## src/rtl/spinor_pkg.sv

```systemverilog
package spinor_pkg;

    localparam int PD_BYTES = 6;
    localparam int FRAME_W  = PD_BYTES * 8;

    typedef enum logic [2:0] {
        OP_NONE,
        OP_RD,
        OP_RS,
        OP_PRG,
        OP_WR,
        OP_WS
    } op_e;

    // register indices
    localparam logic [3:0] REG_CMD   = 4'd0;
    localparam logic [3:0] REG_BCNT  = 4'd1;
    localparam logic [3:0] REG_STAT  = 4'd2;
    localparam logic [3:0] REG_RDAT  = 4'd3;
    localparam logic [3:0] REG_ADR0  = 4'd4;
    localparam logic [3:0] REG_ADR1  = 4'd5;
    localparam logic [3:0] REG_ADR2  = 4'd6;
    localparam logic [3:0] REG_WDAT  = 4'd7;
    localparam logic [3:0] REG_PD0   = 4'd8;
    localparam logic [3:0] REG_KEY   = 4'd14;

    // command bits
    localparam int CB_RD   = 0;
    localparam int CB_RS   = 1;
    localparam int CB_PRG  = 2;
    localparam int CB_WR   = 4;
    localparam int CB_WS   = 5;
    localparam int CB_AINC = 7;
    localparam logic [7:0] TRIG_MASK = 8'h37;

    localparam logic [7:0] UNLOCK_KEY = 8'h30;

    // flash opcodes
    localparam logic [7:0] FOP_READ = 8'h03;
    localparam logic [7:0] FOP_RDSR = 8'h05;
    localparam logic [7:0] FOP_WREN = 8'h06;
    localparam logic [7:0] FOP_PROG = 8'h02;
    localparam logic [7:0] FOP_WRSR = 8'h01;

endpackage

```

## src/rtl/spinor_shift.sv

```systemverilog
module spinor_shift #(
    parameter int CLK_DIV = 4,
    parameter int GAP_CYC = 2,
    parameter int FRAME_W = 48,
    localparam int HALF   = CLK_DIV / 2,
    localparam int HCW    = (HALF > 1) ? $clog2(HALF) : 1,
    localparam int LW     = $clog2(FRAME_W + 1),
    localparam int GW     = (GAP_CYC > 1) ? $clog2(GAP_CYC) : 1
) (
    input  logic               clk,
    input  logic               rst_n,
    input  logic               start_i,
    input  logic [FRAME_W-1:0] tx_i,
    input  logic [LW-1:0]      len_i,
    input  logic               miso_i,
    output logic               cs_n_o,
    output logic               sclk_o,
    output logic               mosi_o,
    output logic               done_o,
    output logic [7:0]         rx_o
);

    typedef enum logic [1:0] {E_IDLE, E_RUN, E_GAP} est_e;

    typedef struct packed {
        est_e               state;
        logic [HCW-1:0]     hcnt;
        logic [LW-1:0]      left;
        logic [GW-1:0]      gcnt;
        logic [FRAME_W-1:0] shreg;
        logic [7:0]         rx;
        logic               cs_n;
        logic               sclk;
        logic               mosi;
        logic               done;
    } eng_s;

    eng_s eng_d, eng_q;

    always_comb begin
        eng_d      = eng_q;
        eng_d.done = 1'b0;
        unique case (eng_q.state)
            E_IDLE: begin
                if (start_i && (len_i != '0)) begin
                    eng_d.state = E_RUN;
                    eng_d.cs_n  = 1'b0;
                    eng_d.sclk  = 1'b0;
                    eng_d.mosi  = tx_i[FRAME_W-1];
                    eng_d.shreg = tx_i;
                    eng_d.left  = len_i;
                    eng_d.hcnt  = '0;
                    eng_d.rx    = '0;
                end
            end
            E_RUN: begin
                if (eng_q.hcnt == HCW'(HALF - 1)) begin
                    eng_d.hcnt = '0;
                    if (!eng_q.sclk) begin
                        eng_d.sclk = 1'b1;
                        eng_d.rx   = {eng_q.rx[6:0], miso_i};
                    end else begin
                        eng_d.sclk  = 1'b0;
                        eng_d.shreg = eng_q.shreg << 1;
                        eng_d.mosi  = eng_q.shreg[FRAME_W-2];
                        eng_d.left  = eng_q.left - 1'b1;
                        if (eng_q.left == LW'(1)) begin
                            eng_d.state = E_GAP;
                            eng_d.cs_n  = 1'b1;
                            eng_d.mosi  = 1'b0;
                            eng_d.gcnt  = '0;
                        end
                    end
                end else begin
                    eng_d.hcnt = eng_q.hcnt + 1'b1;
                end
            end
            E_GAP: begin
                if (eng_q.gcnt == GW'(GAP_CYC - 1)) begin
                    eng_d.state = E_IDLE;
                    eng_d.done  = 1'b1;
                end else begin
                    eng_d.gcnt = eng_q.gcnt + 1'b1;
                end
            end
            default: eng_d.state = E_IDLE;
        endcase
    end

    always_ff @(posedge clk or negedge rst_n) begin
        if (!rst_n) begin
            eng_q       <= '0;
            eng_q.state <= E_IDLE;
            eng_q.cs_n  <= 1'b1;
        end else begin
            eng_q <= eng_d;
        end
    end

    assign cs_n_o = eng_q.cs_n;
    assign sclk_o = eng_q.sclk;
    assign mosi_o = eng_q.mosi;
    assign done_o = eng_q.done;
    assign rx_o   = eng_q.rx;

endmodule

```

## src/rtl/spinor_seq.sv

```systemverilog
module spinor_seq
    import spinor_pkg::*;
#(
    parameter int FW  = FRAME_W,
    localparam int LW = $clog2(FW + 1)
) (
    input  logic          clk,
    input  logic          rst_n,
    input  logic          go_i,
    input  op_e           op_i,
    input  logic [23:0]   addr_i,
    input  logic [7:0]    wdata_i,
    input  logic [FW-1:0] pdata_i,
    input  logic [7:0]    cnt_i,
    input  logic          eng_done_i,
    output logic          eng_start_o,
    output logic [FW-1:0] eng_tx_o,
    output logic [LW-1:0] eng_len_o,
    output logic          fin_o
);

    typedef enum logic [1:0] {Q_IDLE, Q_F1, Q_F2} qst_e;

    typedef struct packed {
        qst_e          state;
        op_e           op;
        logic          start;
        logic [FW-1:0] tx;
        logic [LW-1:0] len;
        logic          fin;
    } seq_s;

    seq_s seq_d, seq_q;

    always_comb begin
        seq_d       = seq_q;
        seq_d.start = 1'b0;
        seq_d.fin   = 1'b0;
        unique case (seq_q.state)
            Q_IDLE: begin
                if (go_i) begin
                    seq_d.op = op_i;
                    unique case (op_i)
                        OP_RD: begin
                            seq_d.tx    = FW'({FOP_READ, addr_i}) << (FW - 32);
                            seq_d.len   = LW'(40);
                            seq_d.start = 1'b1;
                            seq_d.state = Q_F1;
                        end
                        OP_RS: begin
                            seq_d.tx    = FW'(FOP_RDSR) << (FW - 8);
                            seq_d.len   = LW'(16);
                            seq_d.start = 1'b1;
                            seq_d.state = Q_F1;
                        end
                        OP_PRG: begin
                            if (cnt_i == 8'd0) begin
                                seq_d.fin = 1'b1;
                            end else begin
                                seq_d.tx    = pdata_i;
                                seq_d.len   = (cnt_i > 8'(FW)) ? LW'(FW) : LW'(cnt_i);
                                seq_d.start = 1'b1;
                                seq_d.state = Q_F1;
                            end
                        end
                        OP_WR, OP_WS: begin
                            seq_d.tx    = FW'(FOP_WREN) << (FW - 8);
                            seq_d.len   = LW'(8);
                            seq_d.start = 1'b1;
                            seq_d.state = Q_F1;
                        end
                        default: seq_d.fin = 1'b1;
                    endcase
                end
            end
            Q_F1: begin
                if (eng_done_i) begin
                    if (seq_q.op == OP_WR) begin
                        seq_d.tx    = FW'({FOP_PROG, addr_i, wdata_i}) << (FW - 40);
                        seq_d.len   = LW'(40);
                        seq_d.start = 1'b1;
                        seq_d.state = Q_F2;
                    end else if (seq_q.op == OP_WS) begin
                        seq_d.tx    = FW'({FOP_WRSR, wdata_i}) << (FW - 16);
                        seq_d.len   = LW'(16);
                        seq_d.start = 1'b1;
                        seq_d.state = Q_F2;
                    end else begin
                        seq_d.fin   = 1'b1;
                        seq_d.state = Q_IDLE;
                    end
                end
            end
            Q_F2: begin
                if (eng_done_i) begin
                    seq_d.fin   = 1'b1;
                    seq_d.state = Q_IDLE;
                end
            end
            default: seq_d.state = Q_IDLE;
        endcase
    end

    always_ff @(posedge clk or negedge rst_n) begin
        if (!rst_n) begin
            seq_q       <= '0;
            seq_q.state <= Q_IDLE;
            seq_q.op    <= OP_NONE;
        end else begin
            seq_q <= seq_d;
        end
    end

    assign eng_start_o = seq_q.start;
    assign eng_tx_o    = seq_q.tx;
    assign eng_len_o   = seq_q.len;
    assign fin_o       = seq_q.fin;

endmodule

```

## src/rtl/spinor_pio.sv

```systemverilog
module spinor_pio
    import spinor_pkg::*;
#(
    parameter int CLK_DIV = 4,
    parameter int GAP_CYC = 2
) (
    input  logic       clk,
    input  logic       rst_n,
    input  logic [3:0] reg_addr,
    input  logic [7:0] reg_wdata,
    input  logic       reg_we,
    output logic [7:0] reg_rdata,
    output logic       spi_cs_n,
    output logic       spi_sclk,
    output logic       spi_mosi,
    input  logic       spi_miso
);

    localparam int LW = $clog2(FRAME_W + 1);

    typedef struct packed {
        logic [7:0]                cmd;
        logic [7:0]                bcnt;
        logic [7:0]                stat;
        logic [7:0]                rdat;
        logic [23:0]               addr;
        logic [7:0]                wdat;
        logic [PD_BYTES-1:0][7:0]  pd;
        logic [7:0]                key;
        logic                      go;
        op_e                       op;
    } regs_s;

    regs_s rf_d, rf_q;

    logic [7:0]         trig;
    logic               unlocked;
    logic               fin;
    logic               eng_start;
    logic [FRAME_W-1:0] eng_tx;
    logic [LW-1:0]      eng_len;
    logic               eng_done;
    logic [7:0]         eng_rx;

    assign trig     = rf_q.cmd & TRIG_MASK;
    assign unlocked = (rf_q.key == UNLOCK_KEY);

    always_comb begin
        rf_d    = rf_q;
        rf_d.go = 1'b0;
        if (reg_we) begin
            unique case (reg_addr)
                REG_CMD: begin
                    if (unlocked && (trig == 8'd0)) begin
                        rf_d.cmd = reg_wdata & 8'h80;
                        if (reg_wdata[CB_RD]) begin
                            rf_d.cmd[CB_RD] = 1'b1;
                            rf_d.op = OP_RD;
                            rf_d.go = 1'b1;
                        end else if (reg_wdata[CB_RS]) begin
                            rf_d.cmd[CB_RS] = 1'b1;
                            rf_d.op = OP_RS;
                            rf_d.go = 1'b1;
                        end else if (reg_wdata[CB_PRG]) begin
                            rf_d.cmd[CB_PRG] = 1'b1;
                            rf_d.op = OP_PRG;
                            rf_d.go = 1'b1;
                        end else if (reg_wdata[CB_WR]) begin
                            rf_d.cmd[CB_WR] = 1'b1;
                            rf_d.op = OP_WR;
                            rf_d.go = 1'b1;
                        end else if (reg_wdata[CB_WS]) begin
                            rf_d.cmd[CB_WS] = 1'b1;
                            rf_d.op = OP_WS;
                            rf_d.go = 1'b1;
                        end
                    end
                end
                REG_BCNT: rf_d.bcnt = reg_wdata;
                REG_ADR0: rf_d.addr[7:0]   = reg_wdata;
                REG_ADR1: rf_d.addr[15:8]  = reg_wdata;
                REG_ADR2: rf_d.addr[23:16] = reg_wdata;
                REG_WDAT: rf_d.wdat = reg_wdata;
                REG_KEY:  rf_d.key  = reg_wdata;
                default: ;
            endcase
            for (int i = 0; i < PD_BYTES; i++) begin
                if (reg_addr == REG_PD0 + 4'(i)) begin
                    rf_d.pd[i] = reg_wdata;
                end
            end
        end
        if (fin) begin
            rf_d.cmd = rf_q.cmd & 8'h80;
            unique case (rf_q.op)
                OP_RD: begin
                    rf_d.rdat = eng_rx;
                    if (rf_q.cmd[CB_AINC]) rf_d.addr = rf_q.addr + 24'd1;
                end
                OP_RS: rf_d.stat = eng_rx;
                OP_WR: begin
                    if (rf_q.cmd[CB_AINC]) rf_d.addr = rf_q.addr + 24'd1;
                end
                default: ;
            endcase
        end
    end

    always_ff @(posedge clk or negedge rst_n) begin
        if (!rst_n) begin
            rf_q    <= '0;
            rf_q.op <= OP_NONE;
        end else begin
            rf_q <= rf_d;
        end
    end

    always_comb begin
        reg_rdata = 8'd0;
        unique case (reg_addr)
            REG_CMD:  reg_rdata = rf_q.cmd;
            REG_BCNT: reg_rdata = rf_q.bcnt;
            REG_STAT: reg_rdata = rf_q.stat;
            REG_RDAT: reg_rdata = rf_q.rdat;
            REG_ADR0: reg_rdata = rf_q.addr[7:0];
            REG_ADR1: reg_rdata = rf_q.addr[15:8];
            REG_ADR2: reg_rdata = rf_q.addr[23:16];
            REG_WDAT: reg_rdata = rf_q.wdat;
            REG_KEY:  reg_rdata = rf_q.key;
            default: ;
        endcase
        for (int i = 0; i < PD_BYTES; i++) begin
            if (reg_addr == REG_PD0 + 4'(i)) reg_rdata = rf_q.pd[i];
        end
    end

    spinor_seq #(.FW(FRAME_W)) u_seq (
        .clk         (clk),
        .rst_n       (rst_n),
        .go_i        (rf_q.go),
        .op_i        (rf_q.op),
        .addr_i      (rf_q.addr),
        .wdata_i     (rf_q.wdat),
        .pdata_i     (rf_q.pd),
        .cnt_i       (rf_q.bcnt),
        .eng_done_i  (eng_done),
        .eng_start_o (eng_start),
        .eng_tx_o    (eng_tx),
        .eng_len_o   (eng_len),
        .fin_o       (fin)
    );

    spinor_shift #(
        .CLK_DIV (CLK_DIV),
        .GAP_CYC (GAP_CYC),
        .FRAME_W (FRAME_W)
    ) u_shift (
        .clk     (clk),
        .rst_n   (rst_n),
        .start_i (eng_start),
        .tx_i    (eng_tx),
        .len_i   (eng_len),
        .miso_i  (spi_miso),
        .cs_n_o  (spi_cs_n),
        .sclk_o  (spi_sclk),
        .mosi_o  (spi_mosi),
        .done_o  (eng_done),
        .rx_o    (eng_rx)
    );

endmodule


```

## config.mk

```make
export PLATFORM = sky130hd
export DESIGN_NAME = spinor_pio
export DESIGN_NICKNAME = d
export VERILOG_FILES = /design/src/rtl/spinor_pkg.sv /design/src/rtl/spinor_shift.sv /design/src/rtl/spinor_seq.sv /design/src/rtl/spinor_pio.sv
export SDC_FILE = /design/constraint.sdc
export NUM_CORES = 1
export LEC_CHECK = 0
export ABC_AREA = 1
export BUFFER_PORTS_ARGS = -buffer_cell sky130_fd_sc_hd__buf_2
export CAP_MARGIN = 10
export CORE_MARGIN = 2
export CORE_UTILIZATION = 45
export DETAILED_ROUTE_END_ITERATION = 6
export GPL_TIMING_DRIVEN = 0
export RECOVER_POWER = 50
export SLEW_MARGIN = 25
export SYNTH_ARGS = -nofsm -noshare
export SYNTH_HDL_FRONTEND = slang
export SYNTH_SLANG_ARGS = --single-unit
```

## constraint.sdc

```tcl
create_clock -name clk -period 2.8 [get_ports clk]
set_clock_uncertainty 0.15 [all_clocks]
set_input_delay 0.56 -clock clk [delete_from_list [all_inputs] [get_ports clk]]
set_output_delay 0.56 -clock clk [all_outputs]
set_load 0.02 [all_outputs]
```

Word-level counts from Yosys, hierarchy flattened
Index checks and enable logic that the tools add are counted.
W data, S select, Z words.
- muxes and demuxes: 89
- add/subtract/negate cells: 4
- multipliers: 0
- eq/ne operators: 40
- bitwise operators: 1
- shift operators: 0
- order comparisons: 1
- div/mod/pow operators: 0
- reductions and logical operators: 42
- operators by type and width (operator ; number):
    $mux W55 ; 4
    $pmux W55 S4 ; 1
    $mux W8 ; 19
    $pmux W58 S2 ; 1
    $pmux W55 S2 ; 1
    $mux W92 ; 1
    $mux W24 ; 3
    $pmux W8 S9 ; 1
    $mux W66 ; 1
    $mux W61 ; 1
    $mux W58 ; 1
    $mux W56 ; 1
    $eq A4 B4 Y1 const B ; 7
    $mux W4 ; 7
    $mux W2 ; 13
    $reduce_and A2 Y1 ; 13
    $add A24 B1 Y24 const B ; 1
    $mux W1 ; 21
    $mux W7 ; 3
    $reduce_and A4 Y1 ; 5
    $eq A4 B3 Y1 const B ; 4
    $logic_not A8 Y1 ; 2
    $mux W15 ; 1
    $reduce_and A5 Y1 ; 3
    35 further kinds ; 62
- register bits: 254
- memories kept: 0
- input port bits: 16
- output and inout port bits: 11
- bits in latches: 0
- RAM bits: 0
- bits in read-only memories: 0

Depth between registers and ports, before layout
Gate-level depths: netlist of run 1.
- word-level depth: 11
- depth in mapped cells: 13
- gate-level depth less buffers: 12

By module
Synthesis of run 1 repeated with hierarchy kept, for this count alone.
- cell total of the unflattened synthesis: 1748
- area, all modules: 13656.8 um^2
- by module, submodules not included (module ; seq. area each (um^2) ; cells each ; area each (um^2) ; instances):
    spinor_pio ; 3052.9 ; 916 ; 6662.6 ; 1
    spinor_seq ; 1526.5 ; 469 ; 3529.6 ; 1
    spinor_shift ; 1727.9 ; 363 ; 3464.6 ; 1

Worst setup path before layout of run 1
Ideal clock, no wire load.
- path type: input port to output port
- start point: input port reg_addr[3]
- end point: output port reg_rdata[1]
- path slack: 476 ps
- data required time: 2090 ps
- arrival time: 1614 ps
- cell stages on the path: 10
- cell sequence: nor2_1 > buf_2 > nand3_1 > nand2_1 > nor2_1 > nand4_1 > nand2_1 > nand3_1 > nand2_1 > nand2_1
- cells in the longest elaborated chain, start to end: 8
- elaborated cells between the ends (all ways): 22
- classes of those cells: eq/ne: 14; mux: 7; reduce/logical: 1
- RTL lines (element ; line ; RTL):
    from (decl) ; spinor_pio.sv:9 ; input logic [3:0] reg_addr,
    $eq A4 B4 Y1, or another cell as far along ; spinor_pio.sv:120 ; unique case (reg_addr)
    $pmux W8 S9 ; spinor_pio.sv:120 ;
    $mux W8 (5 in a row) ; spinor_pio.sv:133 ; if (reg_addr == REG_PD0 + 4'(i)) reg_rdata = rf_q.pd[i];
    $mux W8 (*) ; spinor_pio.sv:133 ;
    to (decl) ; spinor_pio.sv:12 ; output logic [7:0] reg_rdata,
Mark *: on every way between the ends. The rest lies on a longest branch, timed or not.

Worst setup path after layout of run 1
- start point: register rf_q[73] (netlist name)
- end point: output port reg_rdata[5]
- cells in the longest elaborated chain, start to end: 7
- RTL lines (element ; line ; RTL):
    from (decl) ; spinor_pio.sv:34 ; regs_s rf_d, rf_q;
    from (signal assigned) ; spinor_pio.sv:114 ; rf_q <= rf_d;
    $pmux W8 S9 ; spinor_pio.sv:120 ;
    $mux W8 (6 in a row) ; spinor_pio.sv:133 ;
Every way passes these cells.

==> impl_metrics.py, run 1 <==
metrics = {
    "worst_setup_path": {
        "path_class": "flip-flop to primary output",
        "rrSetupSlack_ns": 0.40,
        "path_max_fanout": 9,
        "worstSetupEndpointType": "primary output",
        "crit_required_ns": 2.09,
        "reg2reg_depth": 5,
        "rr_endpoint": "u_shift.rx_o[7]$_DFFE_PN0P_",
        "rr_startpoint": "u_shift.eng_q[68]$_DFFE_PN0P_",
        "startpoint_type": "flip-flop",
        "crit_arrival_ns": 2.13,
    },
    "grt": {
        "overflow": 0,
        "grt_pass1_wl_mm": 62.4,
        "grt_pass1_vias": 10800,
        "antenna_found_initial": 0,
        "grt_max_degree": 93,
        "grt_usage_pct": 27.7,
    },
    "yosys": {
        "synth_xor_area_share_pct": 0.824,
        "ys_ff_latch": 252,
        "synth.area.mux_share_pct": 0,
        "synth_compound_area_share_pct": 14.4,
        "synth_area_sq_mm": 0.0128,
        "synth_seq_area_share_pct": 49.5,
        "yosys_warnings": 0,
        "yosys.area_share.simple_pct": 26.5,
        "synth_fa_ha_area_share_pct": 0.294,
        "synth_cell_types": 40,
        "synth_edf_count": 0,
        "avgSynthCellArea_sq_um": 7.63,
        "synth-main-ff-cell": "dfrtp_1",
        "async_flop_share_pct": 100,
        "synth_top_family_by_area": "simple AND/OR/NAND/NOR gates",
        "syn-num-nets": 1691,
        "syn-instance-count": 1672,
    },
    "routing": {
        "wirelength_mm": 40.3,
        "antenna_left": 0,
        "vias_per_cell": 5.42,
        "drtPass1Iterations": 5,
        "wl_per_cell_um": 18.8,
        "drt-initial-drc-count": 1029,
        "remaining_drc_errors": 0,
        "vias": 11600,
    },
    "sta": {
        "rsz0062_at_grt": "true",
        "worst_slack_ns": -0.0445,
        "hold_slack_ns": 0.158,
        "final.min_clock_period_ns": 2.84,
        "max_freq_mhz": 352,
        "period_share_pct": 102,
        "worst_pin_slew_ns": 0.990,
        "slew-limit-headroom_pct": 34.0,
        "finalHoldViolCount": 0,
        "setup_viol": 1,
        "drv_slew": 0,
    },
    "pwr": {
        "p_per_area_mw_per_mm2": 739,
        "ir_drop_mv": 0.454,
        "p_total_mw": 10.9,
        "leakagePower_nw": 6.85,
    },
    "clocking": {
        "clock-root-buffer": "clkbuf_16",
        "cts.sinks": 252,
        "cts_tree": "built",
        "path_clk_slew_ns": 0.06,
        "clockBufferDepth": 3,
        "cts_inserted_buffers": 29,
        "h-tree-depth": 1,
        "clock_latency_ns": 0.56,
    },
    "layout": {
        "num_antenna_cells": 0,
        "mostFrequentLayoutCell": "nand2_1",
        "area_growth_syn_to_layout_pct": 15.1,
        "drive_gt1_share_pct": 10.9,
        "num-fill-cells": 2713,
        "mostFrequentLayoutCells": "nand2_1, o21ai_0, dfrtp_1, inv_1, nand3_1",
        "nNetsFinal": 1761,
        "post-route-util_pct": 52.7,
    },
    "min_path": {
        "hold_class": "input port to flip-flop",
        "min_to": "u_shift.rx_o[0]$_DFFE_PN0P_",
        "holdPathStages": 3,
        "hp-start": "spi_miso",
    },
    "die": {
        "die_h_um": 172,
        "die_w_um": 172,
        "pin_count": 27,
        "fp-row-count": 61,
        "die_area_sq_mm": 0.0297,
        "core_sq_mm": 0.0279,
        "initial_core_util_pct": 45.8,
    },
    "flow_run": {
        "maxCapViolations": 0,
    },
    "place": {
        "port_buffers": 26,
        "pre_cts_slack_ns": -0.272,
        "dp_hpwl_mm": 29.6,
        "gp_congestion": 0.952,
    },
    "outcome": {
        "violations": "setup timing",
        "status": "complete, but fails checks",
    },
}
[area by class of cell]
cell class | instances | area, sq um | area share, %
clock inverter | 8 | 72.6 | 0.494
inverter | 187 | 712 | 4.85
buffer | 72 | 405 | 2.76
sequential | 252 | 6310 | 43.0
multi-input combinational | 1159 | 5500 | 37.5
clock buffer | 45 | 886 | 6.03
tap | 378 | 473 | 3.22
timing repair buffer | 41 | 315 | 2.15
[where the power goes]
part	total [mW]	internal (mW)	switching [mW]
registers	4.57	4.12	0.448
clock network	3.79	2.25	1.54
logic	2.49	0.726	1.76
[metrics by stage]
stage               std cells  instance area (sq um)  setup TNS (ns)
floorplan                1672                  12800               0
CTS                      2135                  14500         -0.0621
global placement         2076                  13400         -910.34
global route             2142                  14700         -0.0827
detailed placement       2079                  13500           -1.50
finish                   2142                  14700         -0.0445
[cells in the mapped netlist, drive strengths merged, types with 2 or more instances]
library cell / number / area (sq um)
a21oi: 26 / 130
a22oi: 5 / 37.5
a31oi: 2 / 12.5
buf: 43 / 263
clkbuf: 31 / 118
dfrtp: 251 / 6280
ha: 3 / 37.5
inv: 187 / 704
nand2: 523 / 2000
nand3: 123 / 626
nand3b: 2 / 15.0
nand4: 32 / 200
nor2: 108 / 453
nor3: 11 / 65.1
o211ai: 27 / 203
o21a: 3 / 22.5
o21ai: 257 / 1290
o22ai: 15 / 93.8
o31ai: 5 / 37.5
or2: 3 / 18.8
xnor2: 3 / 26.3
xor2: 9 / 78.8
[layer usage]
metal	vias to the layer above	part of all wire (%)	track usage [%]
li1	5605	-	-
met1	5539	45	40.1
met2	391	46	43.7
met3	77	6.2	3.73
met4	0	3.0	7.93
met5	-	0	0
[worst max-delay path, stage by stage (launching register included)]
cell     delay, ns
dfrtp_1       0.36
buf_4         0.16
inv_1         0.08
nor2_1        0.07
nor2_4        0.10
nand4_1       0.18
nand2_1       0.16
nand3_1       0.11
nand2_1       0.09
nand2_1       0.10
buf_4         0.17
[registers in the layout (all words and copies together) (netlist names)]
register,flops
u_shift.sclk_o,1
u_seq.eng_tx_o,48
u_seq.fin_o,1
u_shift.cs_n_o,1
u_seq.eng_len_o,6
u_seq.eng_start_o,1
u_shift.mosi_o,1
u_seq.seq_q,5
u_shift.eng_q,57
u_shift.done_o,1
rf_q,122
u_shift.rx_o,8
[worst max-delay path by stage]
stage	start	to	slack [ns]
after floorplan	reg_addr[3]	reg_rdata[1]	0.48
after global routing	rf_q[73]$_DFF_PN0_	reg_rdata[5]	-0.05
after global placement	rst_n	u_shift.eng_q[33]$_DFFE_PN0P_	-3.63
final	rf_q[73]$_DFF_PN0_	reg_rdata[5]	-0.04
after CTS	reg_addr[1]	reg_rdata[5]	-0.03
after detailed placement	reg_addr[2]	reg_rdata[5]	-0.27
[cells by family (layout without fill, tap and decap cells)]
family	count (synthesis)	count (layout)
and+or+nand+nor	803	803
AOI/OAI and AO/OA	341	341
buffers and inverters	261	353
DFF	252	252
xor gates and xnor gates	12	12
adders and majority gates	3	3
[repair_timing]
item,in CTS,in global routing
hold buffers,1,0
gates resized for setup,33,55
setup buffers,3,7
cloned,0,1
setup endpoints to repair,8,8
pin swaps,2,13
hold endpoints to repair,90,0
No activity file was read; power rests on OpenSTA's default activity.
==> run 2, diff against run 1 <==
- CORE_UTILIZATION: 45 -> 50
- PLACE_DENSITY: unset -> 0.66
==> run 2 against run 1 <==
  * The run still ends with setup timing left
  * Total power fell by 0.79%
  * Setup slack improved by 0.040 ns
  * Maximum frequency up 1.4%
  * Largest power group unchanged
==> impl_metrics.py, run 2 (synthesis results as in run 1) <==
metrics = {
    "die": {
        "die_w_um": 164,
        "die_h_um": 164,
        "fp-row-count": 58,
        "core_sq_mm": 0.0251,
        "pin_count": 27,
        "initial_core_util_pct": 50.8,
        "die_area_sq_mm": 0.0268,
    },
    "pwr": {
        "leakagePower_nw": 6.82,
        "clock_power_share_pct": 34.7,
        "internal_power_mw": 7.02,
        "power.share.switching_pct": 34.7,
        "comb_power_share_pct": 22.7,
        "ir_drop_mv": 0.597,
        "p_total_mw": 10.8,
        "power.switching_mw": 3.74,
        "p_per_area_mw_per_mm2": 740,
        "pwr-share-seq_pct": 42.6,
    },
    "grt": {
        "grt_pass1_wl_mm": 61.4,
        "grt_pass1_vias": 11000,
        "grt_max_degree": 81,
        "grt_usage_pct": 29.8,
        "antenna_found_initial": 0,
        "overflow": 0,
    },
    "layout": {
        "regMostFlops": "rf_q",
        "nNetsFinal": 1757,
        "area_growth_syn_to_layout_pct": 14.0,
        "mostFrequentLayoutCell": "nand2_1",
        "largest_reg_flops": 122,
        "drive_gt1_share_pct": 10.6,
        "mostFrequentLayoutCells": "nand2_1, o21ai_0, dfrtp_1, inv_1, nand3_1",
        "num_antenna_cells": 0,
    },
    "routing": {
        "vias": 11600,
        "wl_per_cell_um": 18.6,
        "drt-initial-drc-count": 1208,
        "wirelength_mm": 38.8,
        "vias_per_cell": 5.53,
        "remaining_drc_errors": 0,
        "antenna_left": 0,
        "drtPass1Iterations": 7,
    },
    "place": {
        "port_buffers": 26,
        "gp_congestion": 0.937,
        "dp_hpwl_mm": 29.1,
    },
    "worst_setup_path": {
        "slowest_stage": "dfrtp_1",
        "crit_arrival_ns": 2.09,
        "crit_top_cell": "nand2_1",
        "crit_path_cell_trace": "nand3_1 > nand2_1 > nor2_1 > nand4_1 > nand2_1 > nand2_1 > nand2_1 > nand3_1 > buf_2",
        "path_max_fanout": 4,
        "startpoint_type": "flip-flop",
        "cpPeakStageDelay_ns": 0.46,
        "worstSetupEndpointType": "primary output",
        "crit_required_ns": 2.09,
        "path_class": "flip-flop to primary output",
    },
    "sta": {
        "setup_viol": 1,
        "drv_slew": 0,
        "worst_pin_slew_ns": 1.45,
        "slew-limit-headroom_pct": 3.50,
        "max_freq_mhz": 357,
        "worst_slack_ns": -0.00411,
        "fin_tns_setup_ns": -0.00411,
        "period_share_pct": 100,
        "finalHoldViolCount": 0,
        "final.min_clock_period_ns": 2.80,
    },
    "outcome": {
        "status": "complete, but fails checks",
        "violations": "setup timing",
    },
    "flow_run": {
        "maxCapViolations": 0,
    },
    "min_path": {
        "hold_class": "input port to flip-flop",
    },
    "clocking": {
        "h-tree-depth": 1,
        "cts_inserted_buffers": 29,
        "path_clk_slew_ns": 0.06,
        "clockBufferDepth": 3,
        "cts.sinks": 252,
        "clock_latency_ns": 0.55,
        "cts_tree": "built",
        "clock-root-buffer": "clkbuf_16",
    },
}
run 2: what timing repair did:
item                                    in CTS  in global routing
endpoints found under the hold margin       52                  0
hold buffers                                 1                  0
setup buffers                                0                  7
endpoints found under the setup margin       8                  8
pin swaps                                    2                 10
resized for setup                           29                 50
run 2: final cells by class:
cell class	count	area (sq um)
clock inverters	14	133
inverters	187	709
flip-flops and latches	252	6310
fillers	2369	10600
plain buffers	72	408
repair buffers	37	274
multi-input cells	1159	5490
clock buffers	39	803
well taps	330	413
run 2: power groups by stage:
stage / Combinational (mW) / Sequential, mW / Clock, mW
after global routing: 2.79 / 4.63 / 3.94
after floorplan: 1.67 / 4.44 / 0
final: 2.45 / 4.59 / 3.73
after CTS: 2.43 / 4.56 / 3.78
after detailed placement: 2.42 / 4.60 / 0
after global placement: 2.36 / 4.59 / 0
run 2: critical path: cells and delay by family, from the launching register on:
kind                   cells  cell delay, ns
DFF                        1            0.46
and+or+nand+nor            8            0.89
buffers and inverters      1            0.18
run 2: through the flow:
stage                     area [sq um]  instances  hold slack, ns  setup slack, ns  utilization [%]
after floorplan                  12800       1672           0.114            0.476                -
after global placement           13300       2028           0.308            -3.52             53.0
after detailed placement         13400       2031           0.310           -0.249             53.3
after CTS                        14400       2083           0.138          -0.0597             57.4
after global routing             14500       2090           0.165          -0.0177             57.9
final                            14500       2090           0.143         -0.00411             57.9
run 2: final timing paths:
path                                                     from                              to  slack, ns  depth (start not counted)
worst min-delay path                                 spi_miso     u_shift.rx_o[0]$_DFFE_PN0P_       0.14                          3
worst min register to register  u_seq.eng_tx_o[5]$_DFFE_PN0P_   u_seq.eng_tx_o[5]$_DFFE_PN0P_       0.32                          2
worst max register to register            rf_q[2]$_DFFE_PN0P_  u_seq.eng_tx_o[39]$_DFFE_PN0P_       0.43                         13
min in group asynchronous                               rst_n     u_shift.rx_o[5]$_DFFE_PN0P_       0.74                          2
worst max-delay path                     rf_q[64]$_DFFE_PN0P_                    reg_rdata[4]     -0.004                          9
max in group asynchronous                               rst_n   u_shift.eng_q[45]$_DFFE_PN0P_       0.37                          4
run 2: per-layer routing:
layer	share of wire [%]	GRT usage (%)
met1	44	41.6
met2	45	46.8
met3	7.3	5.18
met4	3.5	10.8
met5	0	0
